==> config.mk <==
export PLATFORM = sky130hd
export DESIGN_NAME = pit_channel
export DESIGN_NICKNAME = d
export VERILOG_FILES = /design/src/rtl/pit_pkg.sv /design/src/rtl/pit_ctrl.sv /design/src/rtl/pit_core.sv /design/src/rtl/pit_shaper.sv /design/src/rtl/pit_channel.sv
export SDC_FILE = /design/constraint.sdc
export NUM_CORES = 1
export LEC_CHECK = 0
export ABC_AREA = 1
export BUFFER_PORTS_ARGS = -buffer_cell sky130_fd_sc_hd__buf_2
export CAP_MARGIN = 20
export CORE_MARGIN = 2
export CORE_UTILIZATION = 52
export CTS_CLUSTER_DIAMETER = 30
export DETAILED_ROUTE_END_ITERATION = 12
export GPL_TIMING_DRIVEN = 0
export PLACE_DENSITY = 0.7
export REMOVE_ABC_BUFFERS = 1
export SLEW_MARGIN = 10
export SYNTH_ARGS = -nofsm -noshare
export SYNTH_HDL_FRONTEND = slang
export SYNTH_SLANG_ARGS = --single-unit
==> constraint.sdc <==
create_clock -name clk_i -period 7.3 [get_ports clk_i]
set_input_delay 0.73 -clock clk_i [delete_from_list [all_inputs] [get_ports clk_i]]
set_output_delay 0.73 -clock clk_i [all_outputs]
set_load 0.01 [all_outputs]
==> src/rtl/pit_pkg.sv <==
package pit_pkg;

  typedef enum logic [2:0] {
    M_TC_IRQ    = 3'd0,
    M_ONESHOT   = 3'd1,
    M_RATE      = 3'd2,
    M_SQUARE    = 3'd3,
    M_SW_STROBE = 3'd4,
    M_HW_STROBE = 3'd5
  } mode_e;

  // codes 6 and 7 alias rate and square
  function automatic mode_e map_mode(input logic [2:0] m);
    logic [2:0] r;
    r = (m[2] & m[1]) ? {1'b0, m[1:0]} : m;
    return mode_e'(r);
  endfunction

  function automatic logic idle_level(input mode_e m);
    return (m == M_RATE) || (m == M_SQUARE);
  endfunction

  function automatic logic level_gated(input mode_e m);
    return (m == M_TC_IRQ) || (m == M_SW_STROBE);
  endfunction

  function automatic logic edge_restart(input mode_e m);
    return (m == M_ONESHOT) || (m == M_RATE) || (m == M_SQUARE) || (m == M_HW_STROBE);
  endfunction

endpackage

==> src/rtl/pit_ctrl.sv <==
module pit_ctrl
  import pit_pkg::*;
(
  input  logic       clk_i,
  input  logic       rst_ni,
  input  logic       tick_i,
  input  logic       gate_i,
  input  logic       mode_we_i,
  input  logic [2:0] mode_i,
  input  logic       load_we_i,
  output mode_e      mode_o,
  output logic       gate_o,
  output logic       running_o,
  output logic       start_o,
  output logic       count_en_o
);

  mode_e mode_q;
  logic  gate_q;
  logic  run_q;
  logic  restart;

  always_ff @(posedge clk_i or negedge rst_ni) begin
    if (!rst_ni) begin
      mode_q <= M_TC_IRQ;
      gate_q <= 1'b0;
      run_q  <= 1'b0;
    end else begin
      gate_q <= gate_i;
      if (mode_we_i) mode_q <= map_mode(mode_i);
      if (load_we_i)      run_q <= 1'b1;
      else if (mode_we_i) run_q <= 1'b0;
    end
  end

  assign restart = run_q & gate_i & ~gate_q & edge_restart(mode_q)
                 & ~load_we_i & ~mode_we_i;

  assign start_o    = load_we_i | restart;
  assign count_en_o = run_q & tick_i & ~start_o & ~mode_we_i
                    & (gate_i | ~level_gated(mode_q));
  assign mode_o     = mode_q;
  assign gate_o     = gate_q;
  assign running_o  = run_q;

  // alias codes land on rate/square
  a_r11_alias: assert property (@(posedge clk_i) disable iff (!rst_ni)
    mode_we_i && (mode_i[2:1] == 2'b11) |=> (mode_o == mode_e'({1'b0, $past(mode_i[1:0])})));

  // no counting once a mode write stopped the channel
  a_r7_stopped: assert property (@(posedge clk_i) disable iff (!rst_ni)
    mode_we_i && !load_we_i |=> !running_o);

endmodule

==> src/rtl/pit_core.sv <==
module pit_core #(
  parameter int W = 16
) (
  input  logic         clk_i,
  input  logic         rst_ni,
  input  logic         load_we_i,
  input  logic [W-1:0] load_val_i,
  input  logic         start_i,
  input  logic         mode_we_i,
  input  logic         count_en_i,
  input  logic [W-1:0] hold_val_i,
  output logic [W:0]   n_o,
  output logic [W-1:0] cnt_o,
  output logic [W:0]   pos_o,
  output logic         done_o,
  output logic         strobe_o,
  output logic         wrap_o
);

  localparam int NW = W + 1;
  localparam logic [NW-1:0] N_MAX = {1'b1, {W{1'b0}}};

  logic [NW-1:0] n_q, load_n, n_eff, pos_q;
  logic [W-1:0]  cnt_q;
  logic          done_q, strobe_q, wrap_q, last;

  assign load_n = (load_val_i == '0) ? N_MAX : {1'b0, load_val_i};
  assign n_eff  = load_we_i ? load_n : n_q;
  assign last   = (pos_q == n_q - NW'(1));

  always_ff @(posedge clk_i or negedge rst_ni) begin
    if (!rst_ni) begin
      n_q      <= N_MAX;
      cnt_q    <= '0;
      pos_q    <= '0;
      done_q   <= 1'b0;
      strobe_q <= 1'b0;
      wrap_q   <= 1'b0;
    end else begin
      if (load_we_i) n_q <= load_n;
      if (start_i) begin
        cnt_q    <= n_eff[W-1:0];
        pos_q    <= '0;
        done_q   <= 1'b0;
        strobe_q <= 1'b0;
        wrap_q   <= 1'b0;
      end else if (mode_we_i) begin
        cnt_q    <= hold_val_i;
        strobe_q <= 1'b0;
        wrap_q   <= 1'b0;
      end else if (count_en_i) begin
        cnt_q    <= cnt_q - W'(1);
        strobe_q <= (cnt_q == W'(1)) & ~done_q;
        if (cnt_q == W'(1)) done_q <= 1'b1;
        pos_q    <= last ? '0 : pos_q + NW'(1);
        wrap_q   <= last;
      end
    end
  end

  assign n_o      = n_q;
  assign cnt_o    = cnt_q;
  assign pos_o    = pos_q;
  assign done_o   = done_q;
  assign strobe_o = strobe_q;
  assign wrap_o   = wrap_q;

  // period position always inside the period
  a_r3_pos_in_period: assert property (@(posedge clk_i) disable iff (!rst_ni)
    pos_q < n_q);

  // zero load selects the full range
  a_r10_zero_full: assert property (@(posedge clk_i) disable iff (!rst_ni)
    load_we_i && (load_val_i == '0) |=> (n_q == N_MAX));

endmodule

==> src/rtl/pit_shaper.sv <==
module pit_shaper
  import pit_pkg::*;
#(
  parameter int W = 16
) (
  input  mode_e        mode_i,
  input  logic         running_i,
  input  logic [W:0]   n_i,
  input  logic [W-1:0] cnt_i,
  input  logic [W:0]   pos_i,
  input  logic         done_i,
  input  logic         strobe_i,
  input  logic         wrap_i,
  output logic         out_o,
  output logic [W-1:0] count_o
);

  localparam int NW = W + 1;

  logic [NW-1:0] half, even_n, rate_cnt, sq_hi, sq_lo;
  logic          hi_phase;

  assign half     = (n_i + NW'(1)) >> 1;
  assign even_n   = {n_i[NW-1:1], 1'b0};
  assign hi_phase = pos_i < half;
  assign rate_cnt = n_i - pos_i;
  assign sq_hi    = even_n - {pos_i[NW-2:0], 1'b0};
  assign sq_lo    = even_n - {pos_i[NW-2:0] - half[NW-2:0], 1'b0};

  always_comb begin
    out_o   = idle_level(mode_i);
    count_o = cnt_i;
    if (running_i) begin
      unique case (mode_i)
        M_TC_IRQ, M_ONESHOT:       out_o = done_i;
        M_SW_STROBE, M_HW_STROBE:  out_o = strobe_i;
        M_RATE: begin
          out_o   = ~wrap_i;
          count_o = rate_cnt[W-1:0];
        end
        M_SQUARE: begin
          out_o   = hi_phase;
          count_o = hi_phase ? sq_hi[W-1:0] : sq_lo[W-1:0];
        end
        default: out_o = 1'b0;
      endcase
    end
  end

  // strobe only while a one-time terminal pass is recorded
  a_r5_strobe_after_tc: assert final (!(strobe_i && !done_i));

endmodule

==> src/rtl/pit_channel.sv <==
module pit_channel
  import pit_pkg::*;
#(
  parameter int CNT_W = 16
) (
  input  logic             clk_i,
  input  logic             rst_ni,
  input  logic             tick_i,
  input  logic             gate_i,
  input  logic             mode_we_i,
  input  logic [2:0]       mode_i,
  input  logic             load_we_i,
  input  logic [CNT_W-1:0] load_val_i,
  output logic [CNT_W-1:0] count_o,
  output logic             out_o,
  output logic [2:0]       mode_o,
  output logic             gate_o
);

  mode_e            mode_q;
  logic             running, start, count_en;
  logic [CNT_W:0]   n_val, pos_val;
  logic [CNT_W-1:0] cnt_val;
  logic             done, strobe, wrap;

  pit_ctrl u_ctrl (
    .clk_i      (clk_i),
    .rst_ni     (rst_ni),
    .tick_i     (tick_i),
    .gate_i     (gate_i),
    .mode_we_i  (mode_we_i),
    .mode_i     (mode_i),
    .load_we_i  (load_we_i),
    .mode_o     (mode_q),
    .gate_o     (gate_o),
    .running_o  (running),
    .start_o    (start),
    .count_en_o (count_en)
  );

  pit_core #(.W(CNT_W)) u_core (
    .clk_i      (clk_i),
    .rst_ni     (rst_ni),
    .load_we_i  (load_we_i),
    .load_val_i (load_val_i),
    .start_i    (start),
    .mode_we_i  (mode_we_i),
    .count_en_i (count_en),
    .hold_val_i (count_o),
    .n_o        (n_val),
    .cnt_o      (cnt_val),
    .pos_o      (pos_val),
    .done_o     (done),
    .strobe_o   (strobe),
    .wrap_o     (wrap)
  );

  pit_shaper #(.W(CNT_W)) u_shape (
    .mode_i    (mode_q),
    .running_i (running),
    .n_i       (n_val),
    .cnt_i     (cnt_val),
    .pos_i     (pos_val),
    .done_i    (done),
    .strobe_i  (strobe),
    .wrap_i    (wrap),
    .out_o     (out_o),
    .count_o   (count_o)
  );

  assign mode_o = mode_q;

  logic one_shot_m, strobe_m, down_m;
  assign one_shot_m = (mode_o == 3'd0) || (mode_o == 3'd1);
  assign strobe_m   = (mode_o == 3'd4) || (mode_o == 3'd5);
  assign down_m     = one_shot_m || strobe_m;

  a_r12_load_visible: assert property (@(posedge clk_i) disable iff (!rst_ni)
    load_we_i && !mode_we_i && (mode_o != 3'd3) |=> (count_o == $past(load_val_i)));

  a_r2_out_sticky: assert property (@(posedge clk_i) disable iff (!rst_ni)
    one_shot_m && out_o && !start && !mode_we_i |=> out_o);

  a_r7_idle_level: assert property (@(posedge clk_i) disable iff (!rst_ni)
    mode_we_i && !load_we_i |=> (out_o == ((mode_o == 3'd2) || (mode_o == 3'd3))));

  a_r8_gate_hold: assert property (@(posedge clk_i) disable iff (!rst_ni)
    ((mode_o == 3'd0) || (mode_o == 3'd4)) && !gate_i && !load_we_i && !mode_we_i
    |=> $stable(count_o));

  a_r5_pulse_at_zero: assert property (@(posedge clk_i) disable iff (!rst_ni)
    strobe_m && $rose(out_o) |-> (count_o == '0));

  a_r6_decrement: assert property (@(posedge clk_i) disable iff (!rst_ni)
    down_m && count_en |=> (count_o == $past(count_o) - CNT_W'(1)));

endmodule

==> summary.md <==
| Metric | Value |
|---|---|
| Clk slew on worst S/H paths | `about 0.060 ns` |
| Layout area overhead | `10.4%` |
| Root Driver | `clkbuf_16` |
| Worst path bufs/invs | `5` |
| Primary FF master, synth | `dfrtp_1` |
| Synthesized instance count | `992` |
| Clk_skew | `0.00623 ns` |
| Starting Density | `52.6%` |
| Rows | `between 40 and 50` |
| Max-cap violations | `0` |
| First-pass iteration count of the detailed router | `5` |
| Vias per cell | `about 5.7` |
| Fin area | `around 7200 um^2` |
| Initial antenna violation count | `0` |
| # IOs | `46` |
| Critical Path RT | `around 6.6 ns` |
| Initial DRC Count | `488` |
| Global route overflow | `0` |
| Final Worst Setup Slack | `roughly 0.62 ns` |
| Util after Layout | `58.1%` |
| H-tree levels | `3` |
| Layout cell share with drive strength beyond 1 | `9.74%` |
| Largest net degree at the start of global routing | `59` |
| Crit-path max cell delay | `about 0.53 ns` |
| CP endpoint kind | `output pin` |
| Power density over the cells | `185 nW/um^2` |
| Post-DP HPWL | `15100 um` |
| Fin. Hold Viols | `0` |
| Async SR Flop Fraction | `100%` |
| First-pass GRT wire length | `31500 um` |
| Num Clock Sinks | `58` |
| Post-Synthesis Cell Area | `about 6600 um^2` |
| Worst VDD drop | `0.118 mV` |
| LEAKAGE | `3.39 nW` |
| Overall global routing resource usage | `30.0%` |
| Fin crit period | `around 6.7 ns` |
| Final #Nets | `1101` |
| Slowest-stage cell, CP | `dfrtp_1` |
| Most frequent cells in the layout | `227 x nand2_1, 107 x inv_1, 91 x o21ai_0, 85 x nor2_1, 78 x a21oi_1` |
| Post-synth EDFFs | `0` |
| Core region area | `~12000 um^2` |
| Top cell by count, worst path | `nand3_1` |
| ANT nets after route | `0` |
| Vias in the first global route | `~6400` |
| Maximum buffer depth of the clock tree | `2` |
| Avg Cell Area, Syn | `6.61 um^2` |
| DIE WIDTH | `between 100 and 150 um` |
| Period utilization | `between 90% and 100%` |
| Setup repair after global routing missed its margin | `no` |
| Setup TNS | `0 ns` |
| Register bit total from synthesis | `58` |
| Total power | `0.00134 W` |
| CTS tree | `done` |
| Num CTS Buffers | `9` |
| Hold crit path type | `input port to asynchronous set/reset pin` |
| Die height | `between 100 and 150 um` |
| Post-route DRC violation count | `0` |
| Status | `completed` |
| DRT Wirelength | `19300 um` |
| Worst Path Max Fanout | `21` |
| Critical Path AT | `5.95 ns` |
| CP Class | `flop to output pin` |
| Final Max Tran Viols | `0` |
| # hold bufs at CTS | `0` |
| Setup Fix Bufs, Post-CTS | `0` |
| Worst skew pair latency | `~0.34 ns` |
| Fmax achieved | `0.150 GHz` |
| Pre-CTS setup slack | `0.587 ns` |
| Slew @ Worst Pin | `0.913 ns` |
| Sequential share of the synthesized area | `22.2%` |
| GPL Wtd Cong | `approximately 1` |
| Setup violations, final | `0` |
| Commonest non-fill, non-tap cell in the layout | `nand2_1` |
| Die area | `13500 um^2` |
| CP top delay family | `simple AND/OR/NAND/NOR gates` |
| Area post-placement | `6870 um^2` |
| Fillers | `1238` |
| Vias | `6802` |
| Rel. slew slack | `39.0%` |
| Wire per inst | `16.1 um` |
| Antenna Cells | `0` |
| Ys Warns | `0` |
| Port Buffers | `45` |
| Synth unique cells | `50` |
| Worst Setup Start Kind | `flop` |
-- state kept, by name (all words and copies together), names as in the netlist --
register,cells
u_core.strobe_o,1
u_core.n_o,17
u_ctrl.running_o,1
u_core.wrap_o,1
u_ctrl.gate_o,1
u_core.pos_o,17
u_core.cnt_o,16
u_core.done_o,1
u_ctrl.mode_o,3
-- cell usage after synthesis (2+ instances only) --
library cell,n,area share (%)
a21boi_0,2,0.23
a21o_1,9,1.0
a21oi_1,78,6.0
a22oi_1,6,0.69
a31oi_1,7,0.67
buf_2,3,0.23
buf_4,2,0.23
buf_6,3,0.52
clkbuf_1,17,0.97
clkinv_1,3,0.17
dfrtp_1,57,22
fa_1,3,0.92
ha_1,50,9.5
inv_1,107,6.1
inv_2,9,0.52
nand2_1,228,13
nand2_2,3,0.29
nand3_1,64,4.9
nand3_2,2,0.31
nand3b_1,4,0.46
nand4_1,6,0.57
nor2_1,86,4.9
nor2_2,6,0.57
nor2_4,2,0.34
nor3_1,14,1.1
nor3_2,4,0.61
nor4_1,4,0.38
nor4_2,4,0.76
o211ai_1,5,0.57
o21ai_0,91,6.9
o21ai_1,11,0.84
o21bai_1,8,0.92
o221ai_1,2,0.27
o22ai_1,5,0.48
o31ai_1,4,0.46
xnor2_1,17,2.3
xor2_1,53,7.1
-- worst reg2reg max path: cells and delay by family (launching register included) --
family                   cells  cell delay, ns
AO/OA/AOI/OAI                7            1.05
adder cells (fa/ha/maj)      3            0.95
buffers and inverters        4            0.61
flip-flops                   1            0.53
AND/OR/NAND/NOR             15            2.55
-- stage by stage --
step / hold slack [ns] / cells
3_3_place_gp: 0.469 / 1184
3_5_place_dp: 0.473 / 1184
2_1_floorplan: 0.434 / 967
5_1_grt: 0.526 / 1199
6_report: 0.457 / 1199
4_1_cts: 0.486 / 1199
-- cells by family (layout without fill, tap and decap cells) --
kind of cell             count (synthesis)  count (layout)  share of synthesized area (%)
AO/OA/AOI/OAI                          237             237                           20.3
XOR/XNOR                                70              70                           9.35
adder cells (fa/ha/maj)                 53              53                           10.5
buffers and inverters                  144             179                           8.76
flip-flops                              58              58                           22.2
AND/OR/NAND/NOR                        430             430                           28.9
-- layer usage --
metal / GRT usage (%) / wire [um]
met5: 0 / 0
met1: 41.8 / 8910
met4: 13.3 / 570
met3: 3.53 / 1270
met2: 47.0 / 8570
-- timing repair --
action | 4_1_cts | 5_1_grt
endpoints found under the setup margin | 0 | 11
endpoints found under the hold margin | 0 | 0
resized for setup | 0 | 3
-- layout make-up --
cell class	count	area, um^2	area share [%]
sequential	58	1450	20.1
multi-input combinational	790	4540	62.7
clock inverter	4	98.8	1.37
timing repair buffer	45	228	3.15
clock buffer	11	253	3.49
tap	172	215	2.97
inverter	119	450	6.22
-- power by group --
| group | internal (W) | switching [W] |
|---|---|---|
| Combinational | 0.000157 | 0.000281 |
| Clock | 0.000351 | 0.000159 |
| Sequential | 0.000349 | 0.0000429 |
-- worst paths after layout --
| kind | end | slack [ns] | cells after the start | startpoint |
|---|---|---|---|---|
| max reg2reg | u_core.cnt_o[13] | 1.55 | 29 | u_core.n_o[2] |
| min reg2reg | u_core.wrap_o | 0.49 | 2 | u_core.wrap_o |
| max in group asynchronous | u_core.pos_o[11] | 6.31 | 1 | rst_ni |
| max | count_o[13] | 0.62 | 28 | u_core.n_o[2] |
| min in group clk_i | u_core.wrap_o | 0.49 | 2 | u_core.wrap_o |
| min | u_ctrl.mode_o[0] | 0.46 | 1 | rst_ni |
(Power assumes the default switching activity.)
